**src/rtl/tts_pkg.sv**
```systemverilog
package tts_pkg;
    // Controller phases of the window search
    typedef enum logic [1:0] {
        ST_IDLE = 2'd0,
        ST_SCAN = 2'd1,
        ST_FIN  = 2'd2
    } tts_state_e;
endpackage

```
**src/rtl/tts_bitmap.sv**
```systemverilog
// Stores the 2*TAPS_NORM raw probe results and presents the merged
// (both-sweeps-passed) value of one position per cycle.
// Assumes TAPS_DDR <= TAPS_NORM and that wr_idx stays below the active span.
module tts_bitmap #(
    parameter int TAPS_NORM = 8,
    parameter int TAPS_DDR  = 4,
    parameter int CW        = $clog2(2*TAPS_NORM+1)
) (
    input  logic          clk,
    input  logic          rst_n,
    input  logic          clr,
    input  logic          wr_en,
    input  logic [CW-1:0] wr_idx,
    input  logic          wr_bit,
    input  logic          ddr,
    input  logic [CW-1:0] rd_idx,
    output logic          rd_good
);
    localparam int ENT = 2*TAPS_NORM;
    localparam int IW  = $clog2(ENT);

    logic [ENT-1:0] raw;
    logic [ENT-1:0] mg_norm;
    logic [ENT-1:0] mg_ddr;

    // Raw result storage, emptied at the start of a sweep
    always_ff @(posedge clk) begin
        if (!rst_n) begin
            raw <= '0;
        end else if (clr) begin
            raw <= '0;
        end else if (wr_en) begin
            raw[wr_idx[IW-1:0]] <= wr_bit;
        end
    end

    // Merge the two sweeps for each tap count variant
    for (genvar g = 0; g < ENT; g++) begin : g_merge
        assign mg_norm[g] = raw[g % TAPS_NORM] & raw[(g % TAPS_NORM) + TAPS_NORM];
        if (g < 2*TAPS_DDR) begin : g_ddr
            assign mg_ddr[g] = raw[g % TAPS_DDR] & raw[(g % TAPS_DDR) + TAPS_DDR];
        end else begin : g_pad
            assign mg_ddr[g] = 1'b0;
        end
    end

    // Merged value at the position under scan
    always_comb begin
        rd_good = ddr ? mg_ddr[rd_idx[IW-1:0]] : mg_norm[rd_idx[IW-1:0]];
    end
endmodule

```
**src/rtl/tts_scan.sv**
```systemverilog
// Tracks the current and the best run of passing positions, one position per
// step, and derives the centre tap of the best run including a run that is
// still open at the end of the map. Assumes clr precedes the first step.
module tts_scan #(
    parameter int TAPS_NORM = 8,
    parameter int TAPS_DDR  = 4,
    parameter int CW        = $clog2(2*TAPS_NORM+1),
    parameter int TW        = $clog2(TAPS_NORM)
) (
    input  logic          clk,
    input  logic          rst_n,
    input  logic          clr,
    input  logic          step,
    input  logic          bit_in,
    input  logic [CW-1:0] idx,
    input  logic          ddr,
    output logic [CW-1:0] win_len,
    output logic [TW-1:0] centre
);
    localparam logic [CW-1:0] SPAN_N = CW'(2*TAPS_NORM);
    localparam logic [CW-1:0] SPAN_D = CW'(2*TAPS_DDR);
    localparam logic [CW:0]   MOD_N  = (CW+1)'(TAPS_NORM);
    localparam logic [CW:0]   MOD_D  = (CW+1)'(TAPS_DDR);

    logic [CW-1:0] run_q, best_len, best_st, best_en;
    logic [CW-1:0] span, fin_st, fin_en;
    logic [CW:0]   sum_w, half_w, mod_w;

    // Run tracking: a closed run replaces the best only when strictly longer
    always_ff @(posedge clk) begin
        if (!rst_n || clr) begin
            run_q    <= '0;
            best_len <= '0;
            best_st  <= '0;
            best_en  <= '0;
        end else if (step) begin
            if (bit_in) begin
                run_q <= run_q + 1'b1;
            end else begin
                if (run_q > best_len) begin
                    best_len <= run_q;
                    best_st  <= idx - run_q;
                    best_en  <= idx - 1'b1;
                end
                run_q <= '0;
            end
        end
    end

    // Close a run left open at the last position and compute the centre
    always_comb begin
        span = ddr ? SPAN_D : SPAN_N;
        if (run_q > best_len) begin
            win_len = run_q;
            fin_st  = span - run_q;
            fin_en  = span - 1'b1;
        end else begin
            win_len = best_len;
            fin_st  = best_st;
            fin_en  = best_en;
        end
        sum_w  = {1'b0, fin_st} + {1'b0, fin_en};
        half_w = sum_w >> 1;
        mod_w  = ddr ? (half_w % MOD_D) : (half_w % MOD_N);
        centre = mod_w[TW-1:0];
    end
endmodule

```
**src/rtl/tts_retune.sv**
```systemverilog
// Holds the automatic retune enable and the latched retune error flag.
// Assumes clr_en and set_en never arrive in the same cycle.
module tts_retune (
    input  logic clk,
    input  logic rst_n,
    input  logic clr_en,
    input  logic set_en,
    input  logic ddr,
    input  logic err_in,
    input  logic err_clr,
    output logic retune_en,
    output logic err_flag
);
    // Retune enable: dropped at a new sweep, raised by a good selection
    always_ff @(posedge clk) begin
        if (!rst_n) begin
            retune_en <= 1'b0;
        end else if (clr_en) begin
            retune_en <= 1'b0;
        end else if (set_en) begin
            retune_en <= 1'b1;
        end
    end

    // Error flag: a qualifying event wins over a clear in the same cycle
    always_ff @(posedge clk) begin
        if (!rst_n) begin
            err_flag <= 1'b0;
        end else if (err_in && retune_en && !ddr) begin
            err_flag <= 1'b1;
        end else if (err_clr) begin
            err_flag <= 1'b0;
        end
    end
endmodule

```
**src/rtl/tts_tap_tuner.sv**
```systemverilog
// Top of the sampling tap selector: accepts probe results, runs the window
// search one position per clock, and holds the tap, retune and error state.
// Assumes inputs are synchronous to clk; TAPS_DDR <= TAPS_NORM.
module tts_tap_tuner #(
    parameter int TAPS_NORM = 8,
    parameter int TAPS_DDR  = 4,
    parameter int MIN_RUN   = 3,
    localparam int TW       = $clog2(TAPS_NORM)
) (
    input  logic          clk,
    input  logic          rst_n,
    input  logic          sweep_begin,
    input  logic          mode_ddr,
    input  logic          res_valid,
    input  logic          res_pass,
    input  logic          select_go,
    input  logic          err_in,
    input  logic          err_clr,
    output logic          busy,
    output logic          done,
    output logic          tune_ok,
    output logic [TW-1:0] tap_sel,
    output logic          retune_en,
    output logic          err_flag
);
    import tts_pkg::*;

    localparam int            CW     = $clog2(2*TAPS_NORM+1);
    localparam logic [CW-1:0] SPAN_N = CW'(2*TAPS_NORM);
    localparam logic [CW-1:0] SPAN_D = CW'(2*TAPS_DDR);
    localparam logic [CW-1:0] MINR   = CW'(MIN_RUN);

    tts_state_e    state;
    logic [CW-1:0] idx, wptr, span, win_len;
    logic [TW-1:0] centre;
    logic          ddr_q, idle, take_begin, take_wr, take_go, cur_good;

    always_comb begin
        span       = ddr_q ? SPAN_D : SPAN_N;
        idle       = (state == ST_IDLE);
        take_begin = idle && sweep_begin;
        take_wr    = idle && !sweep_begin && res_valid && (wptr < span);
        take_go    = idle && !sweep_begin && select_go;
        busy       = !idle;
    end

    // Sweep bookkeeping: mode latch and result write position
    always_ff @(posedge clk) begin
        if (!rst_n) begin
            ddr_q <= 1'b0;
            wptr  <= '0;
        end else if (take_begin) begin
            ddr_q <= mode_ddr;
            wptr  <= '0;
        end else if (take_wr) begin
            wptr  <= wptr + 1'b1;
        end
    end

    // Search sequencer: scan 2N positions, then one closing cycle
    always_ff @(posedge clk) begin
        if (!rst_n) begin
            state <= ST_IDLE;
            idx   <= '0;
        end else begin
            case (state)
                ST_IDLE: if (take_go) begin
                    state <= ST_SCAN;
                    idx   <= '0;
                end
                ST_SCAN: if (idx == span - 1'b1) begin
                    state <= ST_FIN;
                end else begin
                    idx <= idx + 1'b1;
                end
                default: state <= ST_IDLE;
            endcase
        end
    end

    // Result registers, updated as the search closes
    always_ff @(posedge clk) begin
        if (!rst_n) begin
            done    <= 1'b0;
            tune_ok <= 1'b0;
            tap_sel <= '0;
        end else begin
            done <= (state == ST_FIN);
            if (state == ST_FIN) begin
                tune_ok <= (win_len >= MINR);
                if (win_len >= MINR) begin
                    tap_sel <= centre;
                end
            end
        end
    end

    tts_bitmap #(.TAPS_NORM(TAPS_NORM), .TAPS_DDR(TAPS_DDR), .CW(CW)) u_map (
        .clk(clk), .rst_n(rst_n), .clr(take_begin), .wr_en(take_wr),
        .wr_idx(wptr), .wr_bit(res_pass), .ddr(ddr_q), .rd_idx(idx),
        .rd_good(cur_good)
    );

    tts_scan #(.TAPS_NORM(TAPS_NORM), .TAPS_DDR(TAPS_DDR), .CW(CW), .TW(TW)) u_scan (
        .clk(clk), .rst_n(rst_n), .clr(take_go), .step(state == ST_SCAN),
        .bit_in(cur_good), .idx(idx), .ddr(ddr_q), .win_len(win_len),
        .centre(centre)
    );

    tts_retune u_rt (
        .clk(clk), .rst_n(rst_n), .clr_en(take_begin),
        .set_en((state == ST_FIN) && (win_len >= MINR)), .ddr(ddr_q),
        .err_in(err_in), .err_clr(err_clr), .retune_en(retune_en),
        .err_flag(err_flag)
    );
endmodule

```
**config.mk**
```make
export PLATFORM = sky130hd
export DESIGN_NAME = tts_tap_tuner
export DESIGN_NICKNAME = d
export VERILOG_FILES = /design/src/rtl/tts_pkg.sv /design/src/rtl/tts_bitmap.sv /design/src/rtl/tts_scan.sv /design/src/rtl/tts_retune.sv /design/src/rtl/tts_tap_tuner.sv
export SDC_FILE = /design/constraint.sdc
export NUM_CORES = 1
export LEC_CHECK = 0
export CAP_MARGIN = 20
export CORE_MARGIN = 8
export CORE_UTILIZATION = 45
export DETAILED_ROUTE_END_ITERATION = 16
export GPL_TIMING_DRIVEN = 0
export PLACE_DENSITY_LB_ADDON = 0.05
export SETUP_SLACK_MARGIN = 0.1
export SYNTH_ARGS = -nofsm -noshare
export SYNTH_HDL_FRONTEND = slang
export SYNTH_SLANG_ARGS = --single-unit
```
**constraint.sdc**
```tcl
create_clock -name clk -period 2.9 [get_ports clk]
set_clock_uncertainty 0.2 [all_clocks]
set_input_delay 0.29 -clock clk [delete_from_list [all_inputs] [get_ports clk]]
set_output_delay 0.29 -clock clk [all_outputs]
set_load 0.02 [all_outputs]
```
==> impl_metrics.yaml, run 1 <==
power_and_ir_drop:
  p_per_area_nw_per_um2: 387
  sequentialPowerShare_pct: 54.6
  vdd_drop_max_uv: 181
  clockPowerShare_pct: 36.9
  p_sw_share_pct: 24.3
  p_leak_uw: 0.00134
  power_frac_comb_pct: 8.4
  p_switching_uw: 336
  p_int_uw: 1040
  power.total_uw: 1380
finish:
  fin_nets: 416
  final_area_um2: 3570
  n_fill_cell: 648
  antenna_cells: 0
  drive_gt1_share_pct: 14.2
  syn2layout_area_growth_pct: 16.9
  stdcell_count: 467
min_path:
  hold_path_class: "reg2reg"
  hold_end: "tap_sel[1]"
  worstHoldPathCells: 2
  hp-start: "tap_sel[1]"
clock_network:
  htreeDepth: 2
  clkTransAtPathRegs_ns: 0.10
  clock_latency_ns: 0.31
  cts.root.buffer_cell: "clkbuf_8"
  clock_path_buffers: 2
  cts_sinks: 54
  cts_tree: "yes"
  numCtsBuffers: 5
  hold_buffers: 0
placed_design:
  place_inst: 454
  routabilityCongestion: 0.848
  dpl_cell_area_um2: 3360
  port_buffers: 16
  dp_hpwl_mm: 5.32
sta:
  rsz0062_at_grt: "yes"
  fmaxAchievable_mhz: 362
  relSlewSlack_pct: 48.5
  finalSetupTns_ns: 0
  period_share_pct: 95.3
  final.min_clock_period_ns: 2.76
  hold_viol: 0
  slew_viol_final: 0
  tightest_slew_ns: 0.768
  finalSetupViolCount: 0
floorplanning:
  die_area_um2: 9680
  start_util_pct: 45.7
  fp-row-count: 30
  die_x_um: 98.4
  die_y_um: 98.4
  coreArea_um2: 6680
  ios: 17
synthesis:
  synth_area_per_cell_um2: 8.53
  synth_fp_nets: 388
  syn_inst: 358
  synth_edf_count: 0
  ys_seq_elements: 54
  ys_types: 46
  async_flop_share_pct: 0
  yosysWarnings: 0
  yosysSeqAreaShare_pct: 35.4
  syn_area_um2: 3050
  synth_ff_type: "dfxtp_1"
grt:
  overflow: 0
  antenna_found_initial: 0
  grt_pass1_vias: 2531
  top_usage_layer: "met2"
  grt_max_degree: 17
  met3_usage_pct: 3.06
  grt_pass1_wl_mm: 12.4
  track_usage_pct: 15.7
  use_met1_pct: 21.9
  met2_usage_pct: 23.5
critical_path:
  crit_top_cell: "ha_4"
  crit_chain: "inv_2 -> ha_4 -> o211ai_1 -> a21oi_4 -> o21ai_4 -> mux2_4 -> ha_4 -> a31o_4 -> a21oi_2 -> xnor2_1 -> nand2_1 -> o2111ai_2 -> mux2i_1"
  reg2regPathDepth: 13
  reg2reg_to: "tap_sel[2]"
  start_kind: "flip-flop"
  slowest_delay_ns: 0.35
  crit_fanout: 4
  crit_required_ns: 2.91
  reg2reg_from: "u_scan.best_len[2]"
  path_delay_family: "compound AO/OA/AOI/OAI gates"
  worst_setup_path_end_kind: "flip-flop"
  rrSetupSlack_ns: 0.14
  cp.arrival_ns: 2.77
  critical_path_buf_inv_count: 1
  critical_path_class: "reg2reg"
  cpMaxStageDelayCell: "dfxtp_2"
drt:
  dr_total_vias: 2518
  first_pass_iters: 4
  detail-route-antenna-nets: 0
  vias_per_cell: 5.39
  wirelength_mm: 7.30
  wire_per_inst_um: 15.6
  first_iter_violations: 126
  drc: 0
outcome:
  status: "completed"
flow_run:
  drv_cap: 0
[worst max path at each step]
| stage | from | to | slack [ns] | cells after the start |
|---|---|---|---|---|
| 2_1_floorplan | u_scan.best_len[2] | tap_sel[2] | 0.14 | 13 |
| 3_3_place_gp | u_scan.run_q[0] | tap_sel[2] | -0.06 | 13 |
| 3_5_place_dp | u_scan.run_q[0] | tap_sel[2] | -0.11 | 13 |
| 4_1_cts | u_scan.run_q[0] | tap_sel[2] | 0.12 | 15 |
| 5_1_grt | u_scan.best_len[3] | tap_sel[2] | -0.04 | 15 |
| 6_report | u_scan.best_len[2] | tap_sel[2] | 0.14 | 13 |
[cells in the mapped netlist, types with 4 or more instances]
| cell type | number | area (µm²) |
|---|---|---|
| a211oi_1 | 5 | 37.5 |
| nor2b_1 | 6 | 37.5 |
| a31oi_1 | 4 | 25.0 |
| nor3_2 | 4 | 40.0 |
| o21ai_0 | 12 | 60.1 |
| o211ai_1 | 5 | 37.5 |
| and2_1 | 4 | 25.0 |
| nand2b_1 | 6 | 37.5 |
| nor2_1 | 43 | 161 |
| ha_1 | 19 | 238 |
| buf_6 | 4 | 45.0 |
| buf_2 | 4 | 20.0 |
| dfxtp_1 | 54 | 1080 |
| o31ai_1 | 4 | 30.0 |
| clkbuf_1 | 9 | 33.8 |
| xor2_1 | 6 | 52.6 |
| nand2_1 | 34 | 128 |
| mux2i_1 | 16 | 160 |
| xnor2_1 | 14 | 123 |
| nand3_1 | 30 | 150 |
| nor3_1 | 5 | 25.0 |
| nand2_2 | 4 | 25.0 |
| a21oi_1 | 12 | 60.1 |
| inv_1 | 19 | 71.3 |
[flip-flops by register name, summed over array words and instances, names as in the netlist]
register / count
u_map.raw: 16
idx: 5
u_scan.best_len: 5
u_scan.run_q: 5
wptr: 5
u_scan.best_en: 4
u_scan.best_st: 4
tap_sel: 3
state: 2
ddr_q: 1
done: 1
tune_ok: 1
u_rt.err_flag: 1
u_rt.retune_en: 1
[what timing repair did]
item,in CTS,in global routing
setup endpoints to repair,1,2
gates cloned,0,0
pin swaps,5,4
buffers inserted,4,1
resized for setup,8,5
[worst register-to-register path, stage by stage (launching register included)]
cell and delay (ns):
dfxtp_2 0.35, inv_2 0.05, ha_4 0.21, o211ai_1 0.27
a21oi_4 0.08, o21ai_4 0.19, mux2_4 0.34, ha_4 0.22
a31o_4 0.24, a21oi_2 0.13, xnor2_1 0.12, nand2_1 0.08
o2111ai_2 0.08, mux2i_1 0.09
[power by group through the flow]
stage               clock, µW  combinational [µW]  sequential [µW]
finish                    510                 117              754
global route              551                 130              755
CTS                       527                 117              754
detailed placement          0                 115              773
global placement            0                 115              772
floorplan                   0                76.9              770
[logic make-up (layout without fill, tap and decap cells)]
kind of cell / Yosys count / in the layout / share of synthesized area [%]
flops: 54 / 54 / 35.4
fa+ha+maj: 21 / 21 / 9.10
simple gates: 149 / 149 / 24.1
buf+inv: 36 / 65 / 5.57
xor+xnor: 20 / 20 / 5.74
mux: 18 / 18 / 5.98
compound gates: 60 / 60 / 14.1
[metal layers]
layer / share of wire (%) / up-vias / wire length, µm
li1: - / 1294 / -
met1: 52 / 1179 / 3790
met2: 42 / 43 / 3100
met3: 4.9 / 2 / 361
met4: 0.60 / 0 / 44
met5: 0 / - / 0
[cell usage in the layout, fill, tap and decap left out, types with 5 or more instances in the layout]
cell	n
dfxtp_1	48
nand3_1	29
xnor2_1	14
nor2b_1	6
ha_1	15
buf_4	5
clkbuf_8	5
clkbuf_1	9
clkdlybuf4s50_1	16
nand2b_1	6
a21oi_1	10
nand2_1	34
xor2_1	6
mux2i_1	16
inv_1	18
nor2_1	43
a211oi_1	5
nor3_1	5
o211ai_1	5
o21ai_0	11
[through the flow]
stage | worst slack [ns] | hold WS (ns) | util, %
2_1_floorplan | 0.142 | 0.234 | -
3_3_place_gp | -0.0617 | 0.248 | 50.4
3_5_place_dp | -0.106 | 0.255 | 50.4
4_1_cts | 0.125 | 0.270 | 53.0
5_1_grt | -0.0382 | 0.290 | 53.4
6_report | 0.137 | 0.266 | 53.4
[area by class of cell]
| cell class | instances | area (µm²) | area share, % |
|---|---|---|---|
| timing repair buffer | 21 | 198 | 5.54 |
| sequential | 54 | 1090 | 30.6 |
| clock inverter | 3 | 40.0 | 1.12 |
| tap | 80 | 100 | 2.81 |
| inverter | 19 | 71.3 | 2.00 |
| multi-input combinational | 268 | 1900 | 53.2 |
| clock buffer | 5 | 68.8 | 1.93 |
| buffer | 17 | 98.8 | 2.77 |
Note: power is estimated with default switching activity, not from simulation.
==> run 2: changes to the inputs <==
--- a/config.mk
+++ b/config.mk
@@ -8,10 +8,11 @@
 export CAP_MARGIN = 20
 export CORE_MARGIN = 8
 export CORE_UTILIZATION = 45
+export CTS_CLUSTER_DIAMETER = 80
 export DETAILED_ROUTE_END_ITERATION = 16
-export GPL_TIMING_DRIVEN = 0
 export PLACE_DENSITY_LB_ADDON = 0.05
 export SETUP_SLACK_MARGIN = 0.1
+export SLEW_MARGIN = 25
 export SYNTH_ARGS = -nofsm -noshare
 export SYNTH_HDL_FRONTEND = slang
 export SYNTH_SLANG_ARGS = --single-unit
==> run 2 against run 1 <==
Power fell by 7.4%. Hold slack improved by 0.00094 ns. Critical path depth fell by 2. Global-route usage fell by 1.2 points. Via count fell by 0.79%. Sequential share of layout area rose by 0.42 points. Worst setup slack improved by 0.042 ns. Sequential cell count did not move. Critical path type unchanged. Largest cell class unchanged. Highest routed layer unchanged.
==> impl_metrics.yaml, run 2 (synthesis results as in run 1) <==
min_path:
  worstHoldPathCells: 2
  hp-start: "tap_sel[1]"
  hold_path_class: "reg2reg"
drt:
  drc: 0
  dr_total_vias: 2498
  wirelength_mm: 6.92
  wire_per_inst_um: 15.1
  first_pass_iters: 4
  first_iter_violations: 102
  vias_per_cell: 5.44
  detail-route-antenna-nets: 0
critical_path:
  start_kind: "flip-flop"
  reg2reg_from: "u_scan.run_q[4]"
  reg2regPathDepth: 11
  crit_required_ns: 2.93
  worst_setup_path_end_kind: "flip-flop"
  critical_path_class: "reg2reg"
  cp.arrival_ns: 2.75
  crit_start: "u_scan.run_q[4]"
  crit_fanout: 6
grt:
  antenna_found_initial: 0
  grt_pass1_wl_mm: 11.4
  top_usage_layer: "met2"
  grt_max_degree: 25
  use_met1_pct: 20.0
  track_usage_pct: 14.5
  met2_usage_pct: 22.0
  grt_pass1_vias: 2341
  overflow: 0
  met3_usage_pct: 3.13
sta:
  finalSetupTns_ns: 0
  fin_hold_ws_ns: 0.267
  final.min_clock_period_ns: 2.72
  hold_viol: 0
  fmaxAchievable_mhz: 368
  rsz0062_at_grt: "yes"
  finalSetupViolCount: 0
  period_share_pct: 93.8
  relSlewSlack_pct: 48.7
  slew_viol_final: 0
  tightest_slew_ns: 0.764
power_and_ir_drop:
  p_leak_uw: 0.00131
  clockPowerShare_pct: 32.1
  power_frac_comb_pct: 8.4
  p_switching_uw: 321
  p_sw_share_pct: 25.1
  p_per_area_nw_per_um2: 365
  vdd_drop_max_uv: 165
  sequentialPowerShare_pct: 59.5
  p_int_uw: 956
outcome:
  status: "completed"
floorplanning:
  coreArea_um2: 6680
  start_util_pct: 45.7
  ios: 17
  fp-row-count: 30
  die_x_um: 98.4
  die_y_um: 98.4
  die_area_um2: 9680
placed_design:
  port_buffers: 16
  routabilityCongestion: 0.775
  dp_hpwl_mm: 5.05
  place_inst: 451
  dpl_cell_area_um2: 3370
clock_network:
  cts.root.buffer_cell: "clkbuf_8"
  cts_sinks: 54
  numCtsBuffers: 5
  clock_latency_ns: 0.31
  clock_path_buffers: 2
  htreeDepth: 2
  cts_tree: "yes"
  hold_buffers: 0
  clkTransAtPathRegs_ns: 0.09
finish:
  final_common_cell: "dfxtp_1"
  fin_util_pct: 52.3
  n_fill_cell: 664
  final_area_um2: 3500
  fin_nets: 409
  layout_common_cells: "50 x dfxtp_1, 43 x nor2_1, 34 x nand2_1"
  drive_gt1_share_pct: 14.0
  antenna_cells: 0
  stdcell_count: 459
  syn2layout_area_growth_pct: 14.5
  largest_reg_flops: 16
  top_register: "u_map.raw"
flow_run:
  drv_cap: 0
==> run 2: final timing paths <==
check                    end  slack, ns
setup / recovery  tap_sel[2]       0.18
hold reg to reg   tap_sel[1]       0.27
hold / removal    tap_sel[1]       0.27
setup reg to reg  tap_sel[2]       0.18
==> run 2: area by class of cell <==
type / count / area (µm²) / share of cell area (%)
multi-input cells: 268 / 1880 / 53.8
flip-flops and latches: 54 / 1090 / 31.1
repair buffers: 31 / 277 / 7.91
well taps: 80 / 100 / 2.86
clock buffers: 6 / 72.6 / 2.08
inverters: 19 / 71.3 / 2.04
clock inverters: 1 / 7.51 / 0.215
==> run 2: metrics by stage <==
stage               total power [µW]  setup slack, ns
detailed placement               884            0.121
CTS                             1290            0.103
global route                    1340          0.00203
finish                          1280            0.180
floorplan                        847            0.142
global placement                 884            0.170
==> run 2: worst max-delay path: stages (launching register included) <==
cell	delay, ns
dfxtp_1	0.45
ha_4	0.25
a21o_1	0.23
o21ai_4	0.18
mux2_4	0.34
ha_4	0.22
a31o_2	0.24
a21oi_2	0.12
xnor2_1	0.08
nand2_1	0.07
o2111ai_2	0.11
mux2i_1	0.16
==> run 2: per-layer routing <==
layer	share of wire [%]	vias to the layer above
li1	-	1277
met1	52	1175
met2	43	41
met3	4.1	5
met4	0.98	0
met5	0	-
==> run 2: power by group through the flow <==
stage	Sequential [µW]	Clock, µW	Combinational [µW]
CTS	760	424	108
detailed placement	777	0	107
finish	760	409	108
global route	761	461	119
floorplan	770	0	76.9
global placement	777	0	107
==> run 2: repair_timing <==
item,in CTS,in global routing
gates resized for setup,1,6
hold endpoints to repair,0,0
setup endpoints to repair,1,1
setup buffers,0,1
pin swaps,1,5
